$ cat config.mk
export PLATFORM = sky130hd
export DESIGN_NAME = hash_size_gate
export DESIGN_NICKNAME = d
export VERILOG_FILES = /design/src/rtl/hsg_pkg.sv /design/src/rtl/hsg_wr_check.sv /design/src/rtl/hsg_counter.sv /design/src/rtl/hsg_err_flags.sv /design/src/rtl/hsg_fsm.sv /design/src/rtl/hash_size_gate.sv
export SDC_FILE = /design/constraint.sdc
export NUM_CORES = 1
export LEC_CHECK = 0
export BUFFER_PORTS_ARGS = -buffer_cell sky130_fd_sc_hd__buf_2
export CAP_MARGIN = 5
export CORE_MARGIN = 8
export CORE_UTILIZATION = 49
export CTS_BUF_LIST = sky130_fd_sc_hd__clkbuf_2 sky130_fd_sc_hd__clkbuf_4 sky130_fd_sc_hd__clkbuf_8
export DETAILED_ROUTE_END_ITERATION = 12
export PLACE_DENSITY = 0.72
export SKIP_CTS_REPAIR_TIMING = 1
export SLEW_MARGIN = 20
export SYNTH_ARGS = -nofsm -noshare
export SYNTH_HDL_FRONTEND = slang
export SYNTH_SLANG_ARGS = --single-unit
$ cat constraint.sdc
create_clock -name clk -period 5.4 [get_ports clk]
set_input_delay 0.27 -clock clk [delete_from_list [all_inputs] [get_ports clk]]
set_output_delay 0.27 -clock clk [all_outputs]
set_load 0.005 [all_outputs]
$ cat src/rtl/hsg_pkg.sv
package hsg_pkg;

    typedef enum logic [2:0] {
        ST_IDLE,
        ST_RUN,
        ST_HOLD,
        ST_DONE,
        ST_ERR
    } gate_state_t;

    typedef enum logic [1:0] {
        PASS_OTHER  = 2'd0,
        PASS_FIRST  = 2'd1,
        PASS_MIDDLE = 2'd2,
        PASS_FINAL  = 2'd3
    } pass_kind_t;

    localparam int ERR_SIZE = 0;
    localparam int ERR_KEY  = 1;
    localparam int NUM_ERR  = 2;

    function automatic pass_kind_t decode_pass(input logic init, input logic cont,
                                               input logic hmac);
        pass_kind_t k;
        unique case ({init, cont, hmac})
            3'b111:  k = PASS_FIRST;
            3'b010:  k = PASS_MIDDLE;
            3'b001:  k = PASS_FINAL;
            default: k = PASS_OTHER;
        endcase
        return k;
    endfunction

endpackage

$ cat src/rtl/hsg_wr_check.sv
module hsg_wr_check #(
    parameter int CNT_W      = 21,
    parameter int KEY_W      = 8,
    parameter int KEY_MAX    = 64,
    parameter int UNIT_BITS  = 8,
    parameter int BLOCK_BITS = 512
) (
    input  logic             size_wr,
    input  logic [CNT_W-1:0] size_wdata,
    input  logic             mode_cont,
    input  logic             key_wr,
    input  logic [KEY_W-1:0] key_wdata,
    output logic             size_add,
    output logic             size_bad,
    output logic             key_load,
    output logic             key_bad
);
    localparam int OFS_W = $clog2(UNIT_BITS);
    localparam int BLK_W = $clog2(BLOCK_BITS);
    localparam logic [KEY_W-1:0] KEY_LIMIT = KEY_W'(KEY_MAX);

    logic unit_miss;
    logic block_miss;

    always_comb begin
        unit_miss  = |size_wdata[OFS_W-1:0];
        block_miss = mode_cont & (|size_wdata[BLK_W-1:0]);
        size_bad   = size_wr & (unit_miss | block_miss);
        size_add   = size_wr & ~(unit_miss | block_miss);
        key_bad    = key_wr & (key_wdata > KEY_LIMIT);
        key_load   = key_wr & (key_wdata <= KEY_LIMIT);
    end

endmodule

$ cat src/rtl/hsg_counter.sv
module hsg_counter #(
    parameter int CNT_W     = 21,
    parameter int WORD_BITS = 64
) (
    input  logic                    clk,
    input  logic                    rst_n,
    input  logic                    reinit,
    input  logic                    add_en,
    input  logic signed [CNT_W-1:0] add_val,
    input  logic                    consume,
    output logic signed [CNT_W-1:0] count_q,
    output logic signed [CNT_W-1:0] count_next,
    output logic                    short_word
);
    localparam logic signed [CNT_W-1:0] WORD_S = CNT_W'(WORD_BITS);

    logic signed [CNT_W-1:0] after_pop;
    logic signed [CNT_W-1:0] addend;

    always_comb begin
        if (!consume) begin
            after_pop = count_q;
        end else if (count_q <= WORD_S) begin
            after_pop = '0;
        end else begin
            after_pop = count_q - WORD_S;
        end
        addend     = add_en ? add_val : '0;
        count_next = reinit ? '0 : (after_pop + addend);
        short_word = (count_q < WORD_S);
    end

    always_ff @(posedge clk or negedge rst_n) begin
        if (!rst_n) begin
            count_q <= '0;
        end else begin
            count_q <= count_next;
        end
    end

endmodule

$ cat src/rtl/hsg_err_flags.sv
module hsg_err_flags #(
    parameter int N = 2
) (
    input  logic         clk,
    input  logic         rst_n,
    input  logic         clr,
    input  logic [N-1:0] set,
    output logic [N-1:0] flags_q,
    output logic [N-1:0] flags_next
);
    for (genvar i = 0; i < N; i++) begin : g_flag
        always_comb begin
            if (set[i]) begin
                flags_next[i] = 1'b1;
            end else if (clr) begin
                flags_next[i] = 1'b0;
            end else begin
                flags_next[i] = flags_q[i];
            end
        end

        always_ff @(posedge clk or negedge rst_n) begin
            if (!rst_n) begin
                flags_q[i] <= 1'b0;
            end else begin
                flags_q[i] <= flags_next[i];
            end
        end
    end

endmodule

$ cat src/rtl/hsg_fsm.sv
module hsg_fsm
    import hsg_pkg::*;
#(
    parameter int CNT_W = 21
) (
    input  logic                    clk,
    input  logic                    rst_n,
    input  logic signed [CNT_W-1:0] count_next,
    input  logic                    err_next,
    input  logic                    consume,
    input  logic                    reinit,
    output gate_state_t             state_q,
    output logic                    release_en,
    output logic                    done
);
    gate_state_t state_d;
    gate_state_t settle;

    always_comb begin
        if (err_next) begin
            settle = ST_ERR;
        end else if (count_next > 0) begin
            settle = ST_RUN;
        end else if (count_next < 0) begin
            settle = ST_HOLD;
        end else begin
            settle = ST_IDLE;
        end

        unique case (state_q)
            ST_RUN: begin
                if (settle == ST_IDLE && consume && !reinit) begin
                    state_d = ST_DONE;
                end else begin
                    state_d = settle;
                end
            end
            ST_IDLE, ST_HOLD, ST_DONE, ST_ERR: begin
                state_d = settle;
            end
            default: begin
                state_d = ST_IDLE;
            end
        endcase
    end

    always_ff @(posedge clk or negedge rst_n) begin
        if (!rst_n) begin
            state_q <= ST_IDLE;
        end else begin
            state_q <= state_d;
        end
    end

    always_comb begin
        release_en = 1'b0;
        done       = 1'b0;
        unique case (state_q)
            ST_RUN:  release_en = 1'b1;
            ST_DONE: done       = 1'b1;
            ST_IDLE, ST_HOLD, ST_ERR: begin
                release_en = 1'b0;
            end
            default: begin
                release_en = 1'b0;
            end
        endcase
    end

endmodule

$ cat src/rtl/hash_size_gate.sv
module hash_size_gate
    import hsg_pkg::*;
#(
    parameter int CNT_W      = 21,
    parameter int KEY_W      = 8,
    parameter int KEY_MAX    = 64,
    parameter int WORD_BITS  = 64,
    parameter int UNIT_BITS  = 8,
    parameter int BLOCK_BITS = 512
) (
    input  logic             clk,
    input  logic             rst_n,
    input  logic             reinit,
    input  logic             err_clr,
    input  logic             mode_init,
    input  logic             mode_cont,
    input  logic             mode_hmac,
    input  logic             size_wr,
    input  logic [CNT_W-1:0] size_wdata,
    input  logic             key_wr,
    input  logic [KEY_W-1:0] key_wdata,
    input  logic             fifo_valid,
    input  logic             core_ready,
    output logic             core_valid,
    output logic             fifo_pop,
    output logic             word_partial,
    output logic             done,
    output logic [CNT_W-1:0] size_count,
    output logic [KEY_W-1:0] key_size,
    output logic             err_size,
    output logic             err_key,
    output logic [1:0]       pass_kind
);
    logic                    size_add;
    logic                    size_bad;
    logic                    key_load;
    logic                    key_bad;
    logic signed [CNT_W-1:0] count_q;
    logic signed [CNT_W-1:0] count_next;
    logic                    short_word;
    logic [NUM_ERR-1:0]      err_set;
    logic [NUM_ERR-1:0]      err_q;
    logic [NUM_ERR-1:0]      err_d;
    gate_state_t             state_q;
    logic                    release_en;
    logic [KEY_W-1:0]        key_q;

    hsg_wr_check #(
        .CNT_W(CNT_W), .KEY_W(KEY_W), .KEY_MAX(KEY_MAX),
        .UNIT_BITS(UNIT_BITS), .BLOCK_BITS(BLOCK_BITS)
    ) u_wr_check (
        .size_wr(size_wr), .size_wdata(size_wdata), .mode_cont(mode_cont),
        .key_wr(key_wr), .key_wdata(key_wdata),
        .size_add(size_add), .size_bad(size_bad),
        .key_load(key_load), .key_bad(key_bad)
    );

    hsg_counter #(.CNT_W(CNT_W), .WORD_BITS(WORD_BITS)) u_counter (
        .clk(clk), .rst_n(rst_n), .reinit(reinit),
        .add_en(size_add), .add_val($signed(size_wdata)),
        .consume(fifo_pop),
        .count_q(count_q), .count_next(count_next), .short_word(short_word)
    );

    always_comb begin
        err_set           = '0;
        err_set[ERR_SIZE] = size_bad;
        err_set[ERR_KEY]  = key_bad;
    end

    hsg_err_flags #(.N(NUM_ERR)) u_err (
        .clk(clk), .rst_n(rst_n), .clr(err_clr), .set(err_set),
        .flags_q(err_q), .flags_next(err_d)
    );

    hsg_fsm #(.CNT_W(CNT_W)) u_fsm (
        .clk(clk), .rst_n(rst_n), .count_next(count_next),
        .err_next(|err_d), .consume(fifo_pop), .reinit(reinit),
        .state_q(state_q), .release_en(release_en), .done(done)
    );

    always_ff @(posedge clk or negedge rst_n) begin
        if (!rst_n) begin
            key_q <= '0;
        end else if (reinit) begin
            key_q <= '0;
        end else if (key_load) begin
            key_q <= key_wdata;
        end
    end

    always_comb begin
        core_valid   = release_en & fifo_valid;
        fifo_pop     = core_valid & core_ready;
        word_partial = core_valid & short_word;
        size_count   = count_q;
        key_size     = key_q;
        err_size     = err_q[ERR_SIZE];
        err_key      = err_q[ERR_KEY];
        pass_kind    = decode_pass(mode_init, mode_cont, mode_hmac);
    end

endmodule

---- Yosys cells after proc, flatten, opt, wreduce, memory -nomap -nowiden ----
Cells that the tools add are included.
operators by class
  add/sub/neg operators ................... 2
  $lt $le $gt $ge ......................... 6
  equal/unequal tests ..................... 7
  mux-type cells .......................... 18
  bitwise logic cells ..................... 10
  reduce and logical (&&, ||, !) cells .... 10
operators by type and width
  kind                                                         number
  2-to-1 mux 21 bit                                            4
  adder 21 bit                                                 1
  > comparator 21 x 1 -> 1 bit, second input constant          1
  <= comparator 21 x 8 -> 1 bit, second input constant         1
  less-than comparator 21 x 1 -> 1 bit, second input constant  1
  less-than comparator 21 x 8 -> 1 bit, second input constant  1
  subtractor 21 x 8 -> 21 bit, second input constant           1
  2-to-1 mux 8 bit                                             2
  == test 3 x 2 -> 1 bit, second input constant                3
  2-to-1 mux 3 bit                                             3
  OR reduction 9 bit                                           1
  bitwise AND 1 bit                                            8
  > comparator 8 x 7 -> 1 bit, second input constant           1
  <= comparator 8 x 7 -> 1 bit, second input constant          1
  == test 3 x 1 -> 1 bit, second input constant                2
  == test 3 bit, second input constant                         2
  zero test 3 bit                                              2
  2-to-1 mux 1 bit                                             6
  one-hot mux 2 bit (3 select lines)                           1
  one-hot mux 3 bit (2 select lines)                           1
  OR reduction 4 bit                                           1
  OR reduction 3 bit                                           1
  logical AND 1 bit                                            2
  2-to-1 mux 2 bit                                             1
  5 further kinds                                              5
storage, ports and cells
  register bits after elaboration ......... 34
  logic and storage cells ................. 58

---- Logic depth before layout (Yosys ltp) ----
Gate-level depths: netlist of run 1.
  word-level depth ........................ 17
  mapped depth ............................ 20
  gate-level depth less buffers ........... 19

---- Cells and area by module ----
From an unflattened synthesis of run 1, not the netlist that was laid out.
second synthesis, totals
  cells, all modules ...................... 374
  area, all modules ....................... 3,055.4 um^2
by module, submodules not included
  module          times used  cells an instance  area an instance (um^2)
  hsg_counter     1           300                2,308.5
  hash_size_gate  1           34                 377.9
  hsg_fsm         1           22                 221.5
  hsg_wr_check    1           13                 78.8
  hsg_err_flags   1           5                  68.8

---- Least setup slack after synthesis of run 1 ----
No wires, ideal clock.
  kind .................................... register to register
  start ................................... reg u_counter.count_q[14]
  end ..................................... reg u_fsm.state_q[0]
  setup time .............................. 0.120 ns
  arrival time ............................ 4.160 ns
  required time ........................... 5.280 ns
  path slack .............................. 1.120 ns
  cell stages (with the launch flop) ...... 17
  cell sequence ........................... dfrtp_1 or3_1 or3_1 nor3_1 a21o_1 and2_1 buf_2 nor2b_1 ha_1 a21o_1 a211o_1 a2bb2oi_2 a221oi_1 mux2_2 nor4_2 nand3_1 o211a_1
on the way
  longest elaborated chain between the ends .. 14
  elaborated cells on any way between the ends .. 16
  classes of those cells .................. 2 x add/sub; 3 x order compare; 8 x mux; 3 x reduce/logical
RTL lines
  what                                                                          line                                  source
  start: declaration                                                            hsg_counter.sv:11                     output logic signed [CNT_W-1:0] count_q,
  start signal: assignment                                                      hsg_counter.sv:37                     count_q <= count_next;
  subtractor 21 x 8 -> 21 bit or <= comparator 21 x 8 -> 1 bit (tied branches)  hsg_counter.sv:26, hsg_counter.sv:23
  2-to-1 mux 21 bit                                                             hsg_counter.sv:23                     end else if (count_q <= WORD_S) begin
  2-to-1 mux 21 bit (*)                                                         hsg_counter.sv:21                     if (!consume) begin
  adder 21 bit (*)                                                              hsg_counter.sv:29                     count_next = reinit ? '0 : (after_pop + addend);
  2-to-1 mux 21 bit (*)                                                         hsg_counter.sv:29
  named net count_next[14]                                                      hash_size_gate.sv:39                  logic signed [CNT_W-1:0] count_next;
  less-than comparator 21 x 1 -> 1 bit                                          hsg_fsm.sv:24                         end else if (count_next < 0) begin
  2-to-1 mux 2 bit                                                              hsg_fsm.sv:24
  2-to-1 mux 3 bit (*)                                                          hsg_fsm.sv:22                         end else if (count_next > 0) begin
  2-to-1 mux 3 bit (*)                                                          hsg_fsm.sv:20                         if (err_next) begin
  zero test 3 bit                                                               hsg_fsm.sv:32                         if (settle == ST_IDLE && consume && !reinit) begin
  logical AND 1 bit (2 in series)                                               hsg_fsm.sv:32
  2-to-1 mux 3 bit                                                              hsg_fsm.sv:32
  one-hot mux 3 bit (2 select lines) (*)                                        hsg_fsm.sv:30                         unique case (state_q)
  named net u_fsm.state_d[0]                                                    hsg_fsm.sv:16                         gate_state_t state_d;
  end signal: assignment                                                        hsg_fsm.sv:51                         state_q <= state_d;
  end: declaration                                                              hsg_fsm.sv:12                         output gate_state_t state_q,
Mark *: on every way through the listed nets, which the timed path passes. The rest lies on a longest branch.
A chain may end at the register's enable or synchronous reset.

---- Worst setup path in the final report of run 1 ----
Same ends and word-level chain as after synthesis.

==> results of run 1 <==
[registers in the layout, indices dropped and copies added, names as in the netlist]
name,cells
key_size,8
u_counter.count_q,21
u_err.flags_q,2
u_fsm.state_q,3
[power breakdown]
part           switching (uW)  total [uW]  internal [uW]  leakage (uW)
Clock                    83.7         182           98.7     0.0000452
Sequential               10.7         279            268      0.000459
Combinational            90.9         157           66.3       0.00137
[synthesized netlist by cell type, types with 4 or more instances]
cell type | n | area, um^2
clkbuf_1 | 4 | 15.0
dfrtp_1 | 34 | 851
inv_1 | 16 | 60.1
and2_1 | 21 | 131
a21oi_1 | 25 | 125
ha_1 | 22 | 275
nor2_1 | 47 | 176
o21ai_0 | 22 | 110
mux2i_1 | 7 | 70.1
a21o_1 | 6 | 45.0
and3_1 | 4 | 25.0
or3_1 | 4 | 25.0
mux2_2 | 4 | 45.0
o21a_1 | 6 | 45.0
nor2b_1 | 9 | 56.3
nor4_1 | 4 | 25.0
xnor2_1 | 12 | 105
nor3_1 | 13 | 65.1
xor2_1 | 8 | 70.1
nand2_1 | 27 | 101
nand3_1 | 9 | 45.0
[metrics by stage]
step                      hold WS [ns]  cells
after floorplan                -0.0256    372
after global placement           0.376    516
after CTS                       0.0722    523
final                           0.0463    523
after global routing             0.105    523
after detailed placement         0.377    516
[path summary, 6_finish.rpt]
path                       slack, ns                  start                    end  depth (start not counted)
max                             0.52  u_counter.count_q[14]       u_fsm.state_q[0]                         15
min in group clk                0.25           key_wdata[5]            key_size[5]                          3
max reg2reg                     0.52  u_counter.count_q[14]       u_fsm.state_q[0]                         15
min                             0.05                  rst_n            key_size[6]                          1
max in group asynchronous       4.88                  rst_n  u_counter.count_q[18]                          1
min reg2reg                     0.50       u_err.flags_q[1]       u_err.flags_q[1]                          1
[layout make-up]
class | instances | area (um^2)
well taps | 77 | 96.3
fillers | 584 | 2630
multi-input cells | 313 | 2100
flip-flops and latches | 34 | 851
repair buffers | 76 | 380
inverters | 16 | 60.1
clock buffers | 7 | 83.8
[critical path, stage by stage, from the launching register on]
cell	delay, ns
dfrtp_1	0.41
or3_1	0.40
or3_1	0.37
nor3_1	0.32
a21o_1	0.30
and2_1	0.49
nor2b_1	0.10
ha_1	0.36
a21o_1	0.21
a211o_1	0.28
a2bb2oi_2	0.16
a221oi_1	0.31
mux2_2	0.40
nor4_2	0.31
nand3_1	0.13
o211a_1	0.23
[cells in the final DEF (no fill, tap or decap), drive strengths merged, types with 8 or more instances in the layout]
cell,netlist,final
o21ai,23,23
nor2,47,47
xor2,8,8
a21oi,26,26
inv,16,16
nor3,13,13
xnor2,12,12
nor2b,9,9
buf,4,76
dfrtp,34,34
and2,22,22
nand2,27,27
nand3,9,9
ha,22,22
[kinds of logic (layout without fill, tap and decap cells)]
kind of cell / after synthesis / count (layout)
AND/OR/NAND/NOR: 160 / 160
AO/OA/AOI/OAI: 95 / 95
flip-flops: 34 / 34
buffers and inverters: 25 / 99
adder cells (fa/ha/maj): 23 / 23
XOR/XNOR: 20 / 20
multiplexers: 11 / 11
other: 2 / 4
[layer usage]
| metal | vias to the layer above | global-route usage (%) | wire, um |
|---|---|---|---|
| li1 | 1479 | - | - |
| met4 | 0 | 6.37 | 171 |
| met1 | 1419 | 24.8 | 3910 |
| met3 | 12 | 3.70 | 486 |
| met5 | - | 0 | 0 |
| met2 | 94 | 32.3 | 4040 |
==> metrics.yaml, run 1 <==
status: "completed"
dieArea_mm2: 0.00906
power_uw: 618
grt_overflow: 0
drc: 0
critPathKind: "flop to flop"
clkLatencyLatePin_ns: 0.28
cellLeakagePower_uw: 0.00187
root_buffer: "clkbuf_8"
tightestPinTransition_ns: 0.733
relSlewSlack_pct: 51.2
drv_cap: 0
gp_congestion: 0.922
synth_top_family_by_area: "simple AND/OR/NAND/NOR gates"
peakVddDrop_uv: 176
finalHoldViolCount: 0
ys_ff_latch: 34
drive_gt1_share_pct: 22.9
insertedDiodeCount: 0
startpoint_type: "flop"
post-route-period-util_pct: 90.5
wl_um: 8610
dp_hpwl_um: 6950
cts_tree: "done"
first_global_vias: 2913
dp_slack_ns: 0.567
tns_ns: 0
fin_crit_ns: 4.88
cts_max_path_buffers: 2
die_h_um: 95.2
async_flop_share_pct: 100
synth_xor_area_share_pct: 5.70
clk_pin_slew_worst_paths_ns: 0.07
core_area_mm2: 0.00620
rows: 29
grt_pass1_wl_um: 14000
antenna_found_initial: 0
cp.arrival_ns: 5.06
cts_sinks: 34
synth_edf_count: 0
final_area_mm2: 0.00357
ant_nets: 0
finalSetupViolations: 0
initial_core_util_pct: 49.5
place_area_mm2: 0.00349
yosysSeqAreaShare_pct: 27.7
synth_compound_area_share_pct: 21.9
final_util_pct: 57.6
die_w_um: 95.2
nNetsFinal: 509
critPathMaxFanout: 13
io_pins: 77
netlist_area_mm2: 0.00307
cellPowerDensity_mw_per_mm2: 173
rsz0062_at_grt: "false"
max_freq_ghz: 0.205
grt_max_degree: 35
synthFlopType: "dfrtp_1"
cp-end-kind: "flop"
synthSimpleGateAreaFrac_pct: 27.0
clock_skew_ns: 0.00541
cts_made_buffers: 5
required_ns: 5.58
port_buffers: 76
syn_area_per_cell_um2: 8.31
synth_mux_area_share_pct: 3.74
syn_inst: 370
synth_fa_ha_area_share_pct: 9.61
areaGrowthSynthToFinish_pct: 16.3
ys_types: 68
hp-class: "input port to async pin"
htreeDepth: 2
drtIter0Drc: 151
routed-via-count: 3004
drv_slew: 0
avgViaCountPerCell: 5.74
timing.final.ws_setup_ns: 0.515
grtUsageTotal_pct: 19.5
yosysWarnings: 0
wl_per_cell_um: 16.5
dr.pass1.iters: 5
(Power assumes the default switching activity.)
==> run 2, diff against run 1 <==
--- a/config.mk
+++ b/config.mk
@@ -7,9 +7,11 @@
 export LEC_CHECK = 0
 export BUFFER_PORTS_ARGS = -buffer_cell sky130_fd_sc_hd__buf_2
 export CAP_MARGIN = 5
+export CORE_ASPECT_RATIO = 1.5
 export CORE_MARGIN = 8
 export CORE_UTILIZATION = 49
 export CTS_BUF_LIST = sky130_fd_sc_hd__clkbuf_2 sky130_fd_sc_hd__clkbuf_4 sky130_fd_sc_hd__clkbuf_8
+export CTS_CLUSTER_SIZE = 12
 export DETAILED_ROUTE_END_ITERATION = 12
 export PLACE_DENSITY = 0.72
 export SKIP_CTS_REPAIR_TIMING = 1
==> metrics.yaml, run 2 (synthesized netlist as in run 1, its figures left out) <==
finalNonFillerCells: 521
areaGrowthSynthToFinish_pct: 16.5
drv_slew: 0
layout_commonest_cell: "buf_2"
largest_register: "u_counter.count_q"
critPathMaxFanout: 13
clkLatencyLatePin_ns: 0.29
final_cell_mix: "buf_2, nor2_1, dfrtp_1"
grt_max_degree: 35
drv_cap: 0
clk_pin_slew_worst_paths_ns: 0.07
routed-via-count: 2991
startpoint_type: "flop"
critPathKind: "flop to flop"
clock_skew_ns: 0.00550
dp_hpwl_um: 7380
die_h_um: 113
ant_nets: 0
die_w_um: 80.7
final_util_pct: 58.8
cp-end-kind: "flop"
reg2reg_depth: 15
power.share.clock_pct: 31.7
pwr-share-seq_pct: 43.7
peakVddDrop_uv: 186
root_buffer: "clkbuf_8"
timing.rr.end: "u_fsm.state_q[0]"
cts_tree: "done"
cp_slowest_stage_delay_ns: 0.49
crit_family: "simple AND/OR/NAND/NOR gates"
port_buffers: 76
post-route-period-util_pct: 91.1
reg2reg_slack_ns: 0.48
grt_pass1_wl_um: 14800
cts_max_path_buffers: 2
initial_core_util_pct: 50.5
cts_made_buffers: 5
gp_congestion: 0.905
tns_ns: 0
dp.cells: 513
p_comb_share_pct: 24.7
net-switching-power_uw: 198
dieArea_mm2: 0.00912
cts_sinks: 34
grt_overflow: 0
largest_reg_flops: 21
tightestPinTransition_ns: 0.754
switching_share_pct: 30.9
wl_um: 9070
first_global_vias: 3149
finalHoldViolCount: 0
cp.arrival_ns: 5.10
required_ns: 5.58
slowest_stage: "and2_1"
avgViaCountPerCell: 5.74
relSlewSlack_pct: 49.8
drtIter0Drc: 152
cp.depth: 15
drive_gt1_share_pct: 23.0
fillers: 563
cp_num_buf_inv: 0
htreeDepth: 2
io_pins: 77
dr.pass1.iters: 4
rsz0062_at_grt: "false"
antenna_found_initial: 0
cellLeakagePower_uw: 0.00188
rows: 35
core_area_mm2: 0.00609
crit_path_cell_trace: "or3_1 > or3_1 > nor3_1 > a21o_1 > and2_1 > nor2b_1 > ha_1 > a21o_1 > a211o_1 > a2bb2oi_2 > a221oi_1 > mux2_2 > nor4_2 > nand3_1 > o211a_1"
fin_crit_ns: 4.92
finalSetupViolations: 0
grtUsageTotal_pct: 20.4
status: "completed"
drc: 0
max_freq_ghz: 0.203
nNetsFinal: 509
r2r_start: "u_counter.count_q[14]"
p_int_uw: 442
hp-class: "input port to async pin"
wl_per_cell_um: 17.4
cellPowerDensity_mw_per_mm2: 178
insertedDiodeCount: 0
run 2: changes by cell type in the layout (fill, tap and decap cells not counted):
cell	change
clkbuf_4	-1
clkinv_2	+1
clkbuf_8	+1
run 2: worst max path at each step:
stage	slack (ns)	end	start
floorplan	1.12	u_fsm.state_q[0]	u_counter.count_q[14]
global placement	0.65	u_fsm.state_q[0]	u_counter.count_q[14]
detailed placement	0.55	u_fsm.state_q[0]	u_counter.count_q[14]
CTS	0.52	u_fsm.state_q[0]	u_counter.count_q[14]
global route	0.21	u_fsm.state_q[1]	u_counter.count_q[14]
finish	0.48	u_fsm.state_q[0]	u_counter.count_q[14]
run 2: stage by stage:
| step | setup WS (ns) | total power (uW) | hold WS (ns) | instance area, um^2 |
|---|---|---|---|---|
| after global routing | 0.210 | 672 | 0.107 | 3580 |
| after floorplan | 1.12 | 381 | -0.0256 | 3080 |
| after global placement | 0.649 | 438 | 0.374 | 3490 |
| after CTS | 0.519 | 640 | 0.0664 | 3580 |
| after detailed placement | 0.549 | 440 | 0.380 | 3490 |
| final | 0.478 | 639 | 0.0398 | 3580 |
run 2: area by class of cell:
| type | count | area (um^2) | share of cell area [%] |
|---|---|---|---|
| inverter | 16 | 60.1 | 1.68 |
| timing repair buffer | 76 | 380 | 10.6 |
| tap | 74 | 92.6 | 2.58 |
| sequential | 34 | 851 | 23.8 |
| clock inverter | 1 | 5.00 | 0.140 |
| multi-input combinational | 313 | 2100 | 58.7 |
| clock buffer | 7 | 90.1 | 2.51 |
run 2: power by group through the flow:
stage	logic, uW	clock network [uW]	registers [uW]
after floorplan	98.4	0	282
after global placement	154	0	283
after detailed placement	156	0	284
after CTS	157	204	279
after global routing	177	214	281
final	158	203	279
run 2: per-layer routing:
layer  global-route usage (%)  wire length [um]  part of all wire [%]  up-vias
met5                        0                 0                     0        -
met4                     8.86               361                   4.0        0
met3                     4.13               350                   3.9       21
met2                     36.8              4850                    53       80
met1                     21.7              3510                    39     1415
li1                         -                 -                     -     1475
